### src/rtl/booth_mul_pkg.sv
package booth_mul_pkg;

    // Recoded signed digit: magnitude 0, 1 or 2 with a sign flag.
    typedef struct packed {
        logic neg;   // digit is negative
        logic dbl;   // magnitude is 2
        logic zero;  // digit is 0
    } bdigit_t;

    typedef enum logic {
        ST_IDLE = 1'b0,
        ST_RUN  = 1'b1
    } bstate_t;

endpackage

### src/rtl/booth_digit_enc.sv
module booth_digit_enc
    import booth_mul_pkg::*;
(
    input  logic [2:0] win,   // {x(i), x(i-1), x(i-2)}
    output bdigit_t    dig
);
    always_comb begin
        dig.zero = (win == 3'b000) || (win == 3'b111);
        dig.dbl  = (win == 3'b011) || (win == 3'b100);
        dig.neg  = win[2] && !(win[1] && win[0]);
    end
endmodule

### src/rtl/booth_row_sel.sv
module booth_row_sel
    import booth_mul_pkg::*;
#(
    parameter int N = 6
) (
    input  logic [N-1:0] mc,
    input  bdigit_t      dig,
    output logic [N+1:0] row,
    output logic         cin
);
    localparam int RW = N + 2;

    logic [RW-1:0] mag;

    always_comb begin
        if (dig.zero)
            mag = '0;
        else if (dig.dbl)
            mag = {mc[N-1], mc, 1'b0};
        else
            mag = {{2{mc[N-1]}}, mc};
        // Negation: inverted row here, the +1 enters as adder carry-in.
        row = dig.neg ? ~mag : mag;
        cin = dig.neg;
    end
endmodule

### src/rtl/booth_fixed_round.sv
module booth_fixed_round #(
    parameter int N = 6
) (
    input  logic [2*N-1:0] prod,
    output logic [N-1:0]   upper
);
    always_comb begin
        upper = prod[2*N-1:N] + {{(N-1){1'b0}}, prod[N-1]};
    end
endmodule

### src/rtl/booth_seq_mul.sv
module booth_seq_mul
    import booth_mul_pkg::*;
#(
    parameter int N = 6
) (
    input  logic           clk,
    input  logic           rst_n,
    input  logic           start,
    input  logic [N-1:0]   multiplicand,
    input  logic [N-1:0]   multiplier,
    output logic           busy,
    output logic           done,
    output logic [2*N-1:0] product,
    output logic [N-1:0]   product_hi
);
    localparam int STEPS = N / 2;
    localparam int HW    = N + 2;            // upper accumulator width
    localparam int SW    = N + 3;            // adder width, no overflow
    localparam int CW    = $clog2(STEPS + 1);
    localparam logic [CW-1:0] LAST = CW'(STEPS - 1);

    typedef struct packed {
        bstate_t        st;
        logic [N-1:0]   mc;
        logic [HW-1:0]  hi;
        logic [N-1:0]   lo;
        logic           qp;
        logic [CW-1:0]  cnt;
        logic           dn;
        logic [2*N-1:0] prod;
    } regs_t;

    regs_t r_d, r_q;

    bdigit_t       dig;
    logic [HW-1:0] row;
    logic          cin;
    logic [SW-1:0] sum;
    logic [HW-1:0] hi_nx;
    logic [N-1:0]  lo_nx;

    booth_digit_enc u_enc (
        .win ({r_q.lo[1], r_q.lo[0], r_q.qp}),
        .dig (dig)
    );

    booth_row_sel #(.N(N)) u_sel (
        .mc  (r_q.mc),
        .dig (dig),
        .row (row),
        .cin (cin)
    );

    always_comb begin
        sum   = {r_q.hi[HW-1], r_q.hi} + {row[HW-1], row} + {{(SW-1){1'b0}}, cin};
        hi_nx = {sum[SW-1], sum[SW-1:2]};
        lo_nx = {sum[1:0], r_q.lo[N-1:2]};

        r_d    = r_q;
        r_d.dn = 1'b0;
        case (r_q.st)
            ST_IDLE: begin
                if (start) begin
                    r_d.st  = ST_RUN;
                    r_d.mc  = multiplicand;
                    r_d.hi  = '0;
                    r_d.lo  = multiplier;
                    r_d.qp  = 1'b0;
                    r_d.cnt = '0;
                end
            end
            default: begin
                r_d.hi  = hi_nx;
                r_d.lo  = lo_nx;
                r_d.qp  = r_q.lo[1];
                r_d.cnt = r_q.cnt + 1'b1;
                if (r_q.cnt == LAST) begin
                    r_d.st   = ST_IDLE;
                    r_d.dn   = 1'b1;
                    r_d.prod = {hi_nx[N-1:0], lo_nx};
                end
            end
        endcase
    end

    always_ff @(posedge clk) begin
        if (!rst_n)
            r_q <= '{st: ST_IDLE, default: '0};
        else
            r_q <= r_d;
    end

    booth_fixed_round #(.N(N)) u_round (
        .prod  (r_q.prod),
        .upper (product_hi)
    );

    assign busy    = (r_q.st == ST_RUN);
    assign done    = r_q.dn;
    assign product = r_q.prod;
endmodule

### config.mk
export PLATFORM = sky130hd
export DESIGN_NAME = booth_seq_mul
export DESIGN_NICKNAME = d
export VERILOG_FILES = /design/src/rtl/booth_mul_pkg.sv /design/src/rtl/booth_digit_enc.sv /design/src/rtl/booth_row_sel.sv /design/src/rtl/booth_fixed_round.sv /design/src/rtl/booth_seq_mul.sv
export SDC_FILE = /design/constraint.sdc
export NUM_CORES = 1
export LEC_CHECK = 0
export ABC_AREA = 1
export BUFFER_PORTS_ARGS = -buffer_cell sky130_fd_sc_hd__buf_2
export CORE_MARGIN = 2
export CORE_UTILIZATION = 56
export CTS_CLUSTER_SIZE = 8
export DETAILED_ROUTE_END_ITERATION = 10
export PLACE_DENSITY = 0.86
export SLEW_MARGIN = 5
export SYNTH_ARGS = -nofsm -noshare
export SYNTH_HDL_FRONTEND = slang
export SYNTH_HIERARCHICAL = 1
export SYNTH_SLANG_ARGS = --single-unit
### constraint.sdc
create_clock -name clk -period 2.8 [get_ports clk]
set_input_delay 0.28 -clock clk [delete_from_list [all_inputs] [get_ports clk]]
set_output_delay 0.28 -clock clk [all_outputs]
set_load 0.005 [all_outputs]
==> run summary, run 1 <==
status: completed
Hold WC Path Type: in2reg
top cell type's share of synthesized area: 32.5%
pin count of the biggest net entering global routing: 15
gr usage total: 22.2%
Post-Layout Cell Count: 405
DIE AREA: 0.00447 mm^2
top-count cell post-synth: nand2_1
Post-CTS Setup Bufs: 0
CTS Sinks: 36
maximum vdd drop: 379 uV
Synth async-reset ratio: 0%
grt total ovfl: 0
Die Wd: 66.9 um
Hold Buf Count CTS: 0
post-CTS sizing: 0
CP endpoint kind: register
synth cell count leaders: 115 x nand2_1, 41 x inv_1, 36 x dfxtp_1
Critical Path End: r_q[26]
vias: 2,055
Avg WL per Cell: 10.9 um
Fill cells: 352
area leader, netlist: dfxtp_1
Die Height: 66.9 um
worst-margin pin slew: 0.683 ns
Area contributors post-synth: dfxtp_1 33%, nand2_1 19%, nand3_1 7.0%
Syn Area/Cell: 6.61 um^2
CP startpoint kind: register
Syn Inst Count: 335
clk buf depth: 2
GPL Wtd Cong: 0.868
f_max: 408 MHz
setup_tns: 0 ns
worst path arrival time: 2.67 ns
Yosys cell types: 30
first-pass GRT wire length: 7600 um
cell row count: 22
Initial Utilization: 59.2%
Worst R2R Path Depth: 18
Nets: 383
I/O Buffers: 34
FF+latch count, synth: 36
# IOs: 35
dpl cells: 397
# diodes: 0
EDFF count, synth: 0
reg2reg end: r_q[26]
max cap viols: 0
RSZ-0062 raised after global routing: false
Final ANT Viol Nets: 0
clock latency on the worst-skew pair: 0.29 ns
Final Setup Violations: 0
pwr dens: 465 mW/mm^2
Leak: 1.26 nW
CTS tree: built
synthesized netlist net count: 362
final worst-path cycle share: 87.5%
CP required: 3.02 ns
P&R area growth vs syn: 8.14%
Seq/Total Area, Yosys: 32.5%
DRT iter0 DRCs: 100
R2R Setup Slk: 0.35 ns
Total Wirelength: 4400 um
Slew Viols, Final: 0
Setup CP Type: reg2reg
vias in the first global route: 1,846
total power: 0.00111 W
Setup crit start: r_q[17]
final hold viol count: 0
fraction of layout cells with a size suffix above 1: 15.1%
initial antenna violation count: 0
root buffer cell: clkbuf_8
DRT Pass-1 Iters: 4
Worst slew margin: 54.3%
CTS clk-pin slew, worst paths: 0.07 ns
hpwl dp: 3300 um
Vias/cell: 5.07
Top FF cell, synth: dfxtp_1
RR Startpoint: r_q[17]
Core ar.: 0.00374 mm^2
CP max FO: 12
drt drc: 0
Post-Syn Area: 0.00221 mm^2
YS warnings: 6
CTS Buf Count: 5
Clock Skew: 0.00574 ns
crit path time final: 2.45 ns
Max H-tree Level: 2
## worst min path at each step
stage / startpoint / slack [ns] / endpoint / depth (start not counted)
final: multiplicand[1] / 0.25 / r_q[31] / 3
after global routing: multiplicand[1] / 0.26 / r_q[31] / 3
after CTS: multiplicand[1] / 0.24 / r_q[31] / 3
after detailed placement: product[2] / 0.44 / product[2] / 2
after global placement: product[2] / 0.44 / product[2] / 2
after floorplan: rst_n / 0.42 / r_q[30] / 2
## area by class of cell
cell class,count,area (um^2),area share [%]
flip-flops and latches,36,721,30.1
clock inverters,1,8.76,0.366
multi-input cells,230,1160,48.6
inverters,46,173,7.21
clock buffers,7,76.3,3.19
well taps,48,60.1,2.51
repair buffers,37,193,8.05
## registers in the layout (all words and copies together) (netlist names)
name,flops
busy,1
done,1
lo_nx,4
product,12
r_q,18
## cell usage in the layout, fill, tap and decap left out, drive strengths merged, types with 2 or more instances in the layout
cell type / count
xor2: 2
o221ai: 3
o21ai: 13
o211ai: 2
xnor2: 4
nand3: 32
or2: 2
nor2: 22
inv: 46
buf: 37
dfxtp: 36
fa: 2
a21oi: 14
ha: 10
nand3b: 3
clkbuf: 7
nand2: 116
## routing by layer
layer  vias up  GRT usage, %  part of all wire (%)
li1       1078             -                     -
met1       922          26.0                    48
met2        49          38.6                    48
met3         6          6.59                   3.7
met4         0          7.40                  0.79
met5         -             0                     0
## power breakdown
part | leakage (nW) | total [W] | switching [W] | internal, W
clock | 0.0424 | 0.000360 | 0.000182 | 0.000178
combinational | 0.927 | 0.000197 | 0.000124 | 0.0000732
sequential | 0.293 | 0.000556 | 0.0000223 | 0.000534
## cell families (layout without fill, tap and decap cells)
group / Yosys count / after routing / synth area share [%]
AOI/OAI and AO/OA: 35 / 35 / 9.21
xor gates and xnor gates: 6 / 6 / 2.37
adders and majority gates: 12 / 12 / 7.46
buffers and inverters: 69 / 91 / 14.9
DFF: 36 / 36 / 32.5
and+or+nand+nor: 177 / 177 / 33.5
## stage by stage
step	hold slack, ns	area [um^2]	util (%)	setup WS [ns]
5_1_grt	0.257	2390	64.0	0.117
3_5_place_dp	0.445	2310	61.7	0.394
3_3_place_gp	0.437	2310	61.7	0.509
4_1_cts	0.244	2390	64.0	0.370
6_report	0.249	2390	64.0	0.349
2_1_floorplan	0.416	2210	-	0.438
## critical path, stage by stage (launching register included)
cell	delay (ns)
dfxtp_1	0.38
inv_1	0.09
nand3_1	0.07
nand2_1	0.08
inv_2	0.16
nand3_1	0.10
nand2_1	0.07
nand2_1	0.08
fa_1	0.42
inv_1	0.09
fa_1	0.20
inv_1	0.06
nand2_1	0.05
nand2_1	0.08
nand3b_1	0.11
nand2_1	0.06
nand2_1	0.08
nand3_1	0.07
a21oi_1	0.13
Note: power is estimated with default switching activity, not from simulation.
==> run 2, diff against run 1 <==
- CELL_PAD_IN_SITES_DETAIL_PLACEMENT: not set -> 0
- CELL_PAD_IN_SITES_GLOBAL_PLACEMENT: not set -> 1
- CORE_UTILIZATION: 56 -> 39
- PLACE_DENSITY: 0.86 -> 0.85
- SYNTH_HIERARCHICAL: 1 -> not set
==> run 2 against run 1 <==
  * Register-to-register slack got worse by 0.02 ns
  * Clock power increased by 3%
  * Maximum frequency decreased by 0.65%
  * Worst setup slack got worse by 0.016 ns
  * Synthesized area decreased by 9.4%
  * Hold slack got worse by 0.014 ns
  * Count of clock-buffer cells in the layout unchanged
  * Global-route usage decreased by 5.7 points
  * Critical path depth decreased by 6
  * Critical endpoint unchanged
==> run summary, run 2 <==
status: completed
Post-Syn Area: 0.00201 mm^2 (-9.4%)
vias in the first global route: 1,603 (-13%)
Post-Layout Cell Count: 378 (-6.7%)
synthesized netlist net count: 309 (-15%)
CP endpoint kind: register
Most flops, register: r_q
worst path arrival time: 2.69 ns (+0.02 ns)
YS warnings: 0 (-6)
Hold Buf Count CTS: 0 (unchanged)
post-route worst setup slack: 0.333 ns (-0.0160 ns)
most frequent cells in the layout: 76 x nand2_1, 36 x dfxtp_1, 34 x buf_2, 31 x inv_1
dpl cells: 370 (-6.8%)
FF+latch count, synth: 36 (unchanged)
pin count of the biggest net entering global routing: 17 (+2)
top cell type's share of synthesized area: 35.9% (+3.4 points)
Hold WC Path Type: in2reg
# IOs: 35 (unchanged)
Syn Area/Cell: 7.09 um^2 (+7.2%)
Initial Utilization: 39.8% (-19 points)
worst slack at placement: 0.342 ns (-0.0523 ns)
Yosys cell types: 31 (+3.3%)
clk buf depth: 2 (unchanged)
Avg WL per Cell: 10.9 um (+0.23%)
hpwl dp: 3180 um (-3.6%)
Setup CP Type: reg2reg
clock latency on the worst-skew pair: 0.29 ns (about the same)
gr usage total: 16.6% (-5.7 points)
CTS tree: built
Nets: 333 (-13%)
Area contributors post-synth: dfxtp_1 36%, nand2_1 14%, ha_1 6.2%
first-pass GRT wire length: 7110 um (-6.4%)
Total Wirelength: 4120 um (-6.4%)
CTS Buf Count: 5 (unchanged)
Clock Skew: 0.00542 ns (-0.000319 ns)
Worst slew margin: 52.6% (-1.7 points)
DRT iter0 DRCs: 70 (-30%)
initial antenna violation count: 0 (unchanged)
DIE AREA: 0.00573 mm^2 (+28%)
Final ANT Viol Nets: 0 (unchanged)
root buffer cell: clkbuf_8
Top FF cell, synth: dfxtp_1
setup_tns: 0 ns (unchanged)
Die Height: 75.7 um (+13%)
Synth async-reset ratio: 0% (unchanged)
Setup crit start: r_q[17]
crit path time final: 2.47 ns (+0.0160 ns)
final hold viol count: 0 (unchanged)
Final Setup Violations: 0 (unchanged)
Seq/Total Area, Yosys: 35.9% (+3.4 points)
CP startpoint kind: register
final worst-path cycle share: 88.1% (+0.57 points)
area leader, netlist: dfxtp_1
Leak: 1.12 nW (-12%)
commonest non-fill, non-tap cell in the layout: nand2_1
DRT Pass-1 Iters: 5 (+1)
Syn Inst Count: 283 (-16%)
P&R area growth vs syn: 11.4%
RR Startpoint: r_q[17]
Post-CTS Setup Bufs: 0 (unchanged)
# diodes: 0 (unchanged)
vias: 1,749 (-15%)
cell row count: 26 (+18%)
post-CTS sizing: 0 (unchanged)
max reg flops: 18 (unchanged)
pwr dens: 500 mW/mm^2 (+7.6%)
I/O Buffers: 34 (unchanged)
CTS Sinks: 36 (unchanged)
max cap viols: 0 (unchanged)
synth cell count leaders: 76 x nand2_1, 36 x dfxtp_1, 31 x inv_1
drt drc: 0 (unchanged)
RSZ-0062 raised after global routing: false
Max H-tree Level: 2 (unchanged)
f_max: 405 MHz (-0.65%)
Die Wd: 75.7 um (+13%)
CP required: 3.02 ns (about the same)
maximum vdd drop: 320 uV (-16%)
GPL Wtd Cong: 0.840 (-3.2%)
grt total ovfl: 0 (unchanged)
Slew Viols, Final: 0 (unchanged)
top-count cell post-synth: nand2_1
CP max FO: 8 (-4)
Vias/cell: 4.63 (-8.8%)
worst-margin pin slew: 0.708 ns (+0.0252 ns)
EDFF count, synth: 0 (unchanged)
hold path startpoint: multiplicand[1]
CTS clk-pin slew, worst paths: 0.07 ns (about the same)
fraction of layout cells with a size suffix above 1: 17.9% (+2.7 points)
Core ar.: 0.00504 mm^2 (+35%)
## run 2: layout make-up
type	instances	area, um^2
repair buffers	35	178
fillers	546	2810
well taps	70	87.6
inverters	41	154
multi-input cells	188	1010
flip-flops and latches	36	721
clock inverters	1	8.76
clock buffers	7	76.3
## run 2: metrics by stage
stage / total power, W / util, % / hold slack (ns) / cell area (um^2)
CTS: 0.00113 / 44.3 / 0.229 / 2230
detailed placement: 0.000761 / 42.6 / 0.445 / 2150
global route: 0.00119 / 44.3 / 0.254 / 2230
floorplan: 0.000712 / - / 0.418 / 2010
finish: 0.00112 / 44.3 / 0.234 / 2230
global placement: 0.000761 / 42.6 / 0.440 / 2150
## run 2: critical path, stage by stage, from the launching register on
cell	delay, ns
dfxtp_1	0.51
nand2_2	0.18
o21ai_1	0.11
inv_1	0.07
a211oi_2	0.22
xor2_1	0.14
fa_1	0.45
inv_2	0.08
nand4_1	0.09
nand3_1	0.13
xor2_1	0.21
nand2_1	0.07
a21oi_1	0.14
## run 2: final timing paths
kind	slack, ns	cells after the start	endpoint
max	0.33	12	r_q[26]
min	0.23	3	r_q[31]
max reg2reg	0.33	12	r_q[26]
min reg2reg	0.45	2	product[2]
## run 2: cell families (layout without fill, tap and decap cells)
| family | count (synthesis) | in the layout | share of synthesized area, % |
|---|---|---|---|
| AND/OR/NAND/NOR | 116 | 116 | 23.6 |
| flip-flops | 36 | 36 | 35.9 |
| XOR/XNOR | 9 | 9 | 3.93 |
| AO/OA/AOI/OAI | 52 | 52 | 15.5 |
| buffers and inverters | 59 | 84 | 13.8 |
| adder cells (fa/ha/maj) | 11 | 11 | 7.24 |
## run 2: routing by layer
layer	global-route usage, %	part of all wire [%]
met5	0	0
met4	7.41	1.9
met3	3.57	5.8
met2	26.3	44
met1	21.7	48
## run 2: report_power, final
group,switching (W),total (W),internal (W)
registers,0.0000223,0.000557,0.000535
clock network,0.000191,0.000369,0.000178
logic,0.000120,0.000192,0.0000712
total,0.000333,0.00112,0.000784
==> run 3, diff against run 2 <==
- clock period: 2.8 -> 2.4 ns (I/O delays scaled with it)
==> run 3 against run 2 <==
  * Sequential power grew 17%
  * Core utilization increased by 2.3 points
  * Maximum frequency grew 8.3%
  * Wire length is 2.2% higher
  * Highest routed layer unchanged
  * Critical path type unchanged
  * Clock power up 44%
  * Largest power group unchanged
  * Global-route usage decreased by 0.10 points
  * Hold slack got worse by 0.042 ns
==> run summary, run 3 (synthesis results as in run 2) <==
Total Wirelength: 4210 um (+2.2%)
Die Height: 75.7 um (unchanged)
I/O Buffers: 34 (unchanged)
total net switching power: 0.000400 W (+20%)
CTS clk-pin slew, worst paths: 0.07 ns (about the same)
slowest CP cell: dfxtp_4
final worst-path cycle share: 94.9% (+6.8 points)
status: completed
Max H-tree Level: 2 (unchanged)
vias: 1,778 (+1.7%)
cell row count: 26 (unchanged)
Leak: 1.17 nW (+4.6%)
drt drc: 0 (unchanged)
Fill cells: 524 (-4.0%)
pin count of the biggest net entering global routing: 17 (unchanged)
crit-path cells: nor2_4, nand2_2, o21ai_4, nor2_2, a211oi_2, xor2_2, inv_1, ha_1, nand2_1, inv_2, nand3_2, nand2_2, nand2_1, nand2_1, nand2_2, nand2_2, a21oi_2
Avg WL per Cell: 11.0 um (+1.4%)
maximum vdd drop: 293 uV (-8.5%)
worst path arrival time: 2.44 ns (-0.25 ns)
DRT Pass-1 Iters: 4 (-1)
Slew Viols, Final: 0 (unchanged)
worst-margin pin slew: 1.10 ns (+0.395 ns)
Hold Path Cell Cnt: 3 (unchanged)
gr usage total: 16.5% (-0.10 points)
reg2reg end: r_q[27]
first-pass GRT wire length: 7110 um (about the same)
Worst slew margin: 26.2% (-26 points)
R2R Setup Slk: 0.12 ns (-0.21 ns)
Setup crit start: r_q[15]
DRT iter0 DRCs: 81 (+16%)
Logic pwr share: 17.1% (about the same)
Clock power frac: 37.2% (+4.2 points)
Post-CTS Setup Bufs: 0 (unchanged)
pwr dens: 606 mW/mm^2 (+21%)
Vias/cell: 4.67 (+0.86%)
crit path time final: 2.28 ns (-0.190 ns)
Nets: 336 (+0.90%)
clk buf depth: 2 (unchanged)
vias in the first global route: 1,595 (-0.50%)
Hold Buf Count CTS: 0 (unchanged)
most frequent cells in the layout: 72 x nand2_1, 34 x buf_2, 33 x dfxtp_1, 30 x inv_1, 16 x nor2_1
initial antenna violation count: 0 (unchanged)
Hold WC Path Type: in2reg
clock latency on the worst-skew pair: 0.30 ns (about the same)
DIE AREA: 0.00573 mm^2 (unchanged)
# diodes: 0 (unchanged)
hpwl dp: 3180 um (about the same)
CTS Sinks: 36 (unchanged)
Hold Path Sink: r_q[31]
RSZ-0062 raised after global routing: true
# IOs: 35 (unchanged)
CTS Buf Count: 5 (unchanged)
max cap viols: 0 (unchanged)
CP max stage delay: 0.37 ns (-0.14 ns)
f_max: 439 MHz (+8.3%)
Setup CP Type: reg2reg
Final Setup Violations: 0 (unchanged)
RR Startpoint: r_q[15]
commonest non-fill, non-tap cell in the layout: nand2_1
GPL Wtd Cong: 0.829 (-1.3%)
CP endpoint kind: register
Clock Skew: 0.00577 ns (+0.000354 ns)
Worst R2R Path Depth: 17 (+5)
Reg area: 729 um^2 (+1.2%)
CP startpoint kind: register
worst slack at placement: 0.0521 ns (-0.290 ns)
share of power burned in registers: 45.7% (-4.2 points)
Initial Utilization: 39.8% (unchanged)
root buffer cell: clkbuf_8
P&R area growth vs syn: 17.1%
CP required: 2.57 ns (-0.45 ns)
post-route worst setup slack: 0.123 ns (-0.210 ns)
final hold viol count: 0 (unchanged)
Most flops, register: r_q
dpl cells: 372 (+0.54%)
Sw Ratio: 28.1% (-1.7 points)
total power: 0.00142 W (+27%)
Post-Layout Cell Count: 381 (+0.79%)
CP most frequent cell: nand2_2
fraction of layout cells with a size suffix above 1: 24.4% (+6.6 points)
Core ar.: 0.00504 mm^2 (unchanged)
max reg flops: 18 (unchanged)
hold path startpoint: multiplicand[1]
grt total ovfl: 0 (unchanged)
Die Wd: 75.7 um (unchanged)
Final ANT Viol Nets: 0 (unchanged)
multi-input logic area: 0.00108 mm^2 (+6.8%)
Cell Int Power: 0.00102 W (+31%)
CP max FO: 5 (-3)
CTS tree: built
[run 3: changes by cell type in the layout (fill, tap and decap cells not counted), sizes merged]
cell and delta:
buf +2, clkbuf -1, bufinv +1, o21ai +1
[run 3: cell type report]
class / instances / area share (%)
inverters: 41 / 6.55
flip-flops and latches: 36 / 31.1
clock inverters: 2 / 1.49
repair buffers: 37 / 8.20
well taps: 70 / 3.73
multi-input cells: 189 / 45.9
clock buffers: 6 / 3.09
[run 3: stage by stage]
step | setup TNS, ns | hold slack [ns] | instance area, um^2 | utilization, %
floorplan | 0 | 0.378 | 2010 | -
global placement | 0 | 0.440 | 2160 | 42.9
detailed placement | 0 | 0.445 | 2160 | 42.9
CTS | 0 | 0.189 | 2270 | 45.0
global route | -0.309 | 0.228 | 2350 | 46.6
finish | 0 | 0.193 | 2350 | 46.6
[run 3: what timing repair did]
action / in CTS / in global routing
resized for setup: 0 / 21
setup endpoints to repair: 0 / 11
hold endpoints to repair: 0 / 0
[run 3: how the worst max path moves through the flow]
stage | slack [ns] | end | cells after the start
2_1_floorplan | 0.26 | r_q[26] | 13
3_3_place_gp | 0.06 | r_q[27] | 16
3_5_place_dp | 0.05 | r_q[26] | 12
4_1_cts | 0.03 | r_q[26] | 12
5_1_grt | -0.08 | r_q[27] | 17
6_report | 0.12 | r_q[27] | 17
[run 3: worst max-delay path, delay by kind of cell, from the launching register on]
kind	cells	cell delay, ns
xor+xnor	1	0.21
fa+ha+maj	1	0.26
compound gates	3	0.41
buf+inv	2	0.12
flops	1	0.37
simple gates	10	0.77
[run 3: per-layer routing]
layer  up-vias  GRT usage [%]  routed length (um)
met5         -              0                   0
met4         0           7.60                  89
met3         8           3.57                 149
met2        30           26.0                1850
met1       791           21.6                2120
li1        949              -                   -
[run 3: power by group through the flow]
stage	clock, W	sequential [W]	combinational (W)
after CTS	0.000542	0.000648	0.000231
after detailed placement	0	0.000662	0.000230
after floorplan	0	0.000653	0.000179
after global routing	0.000570	0.000654	0.000279
after global placement	0	0.000662	0.000230
final	0.000530	0.000650	0.000243
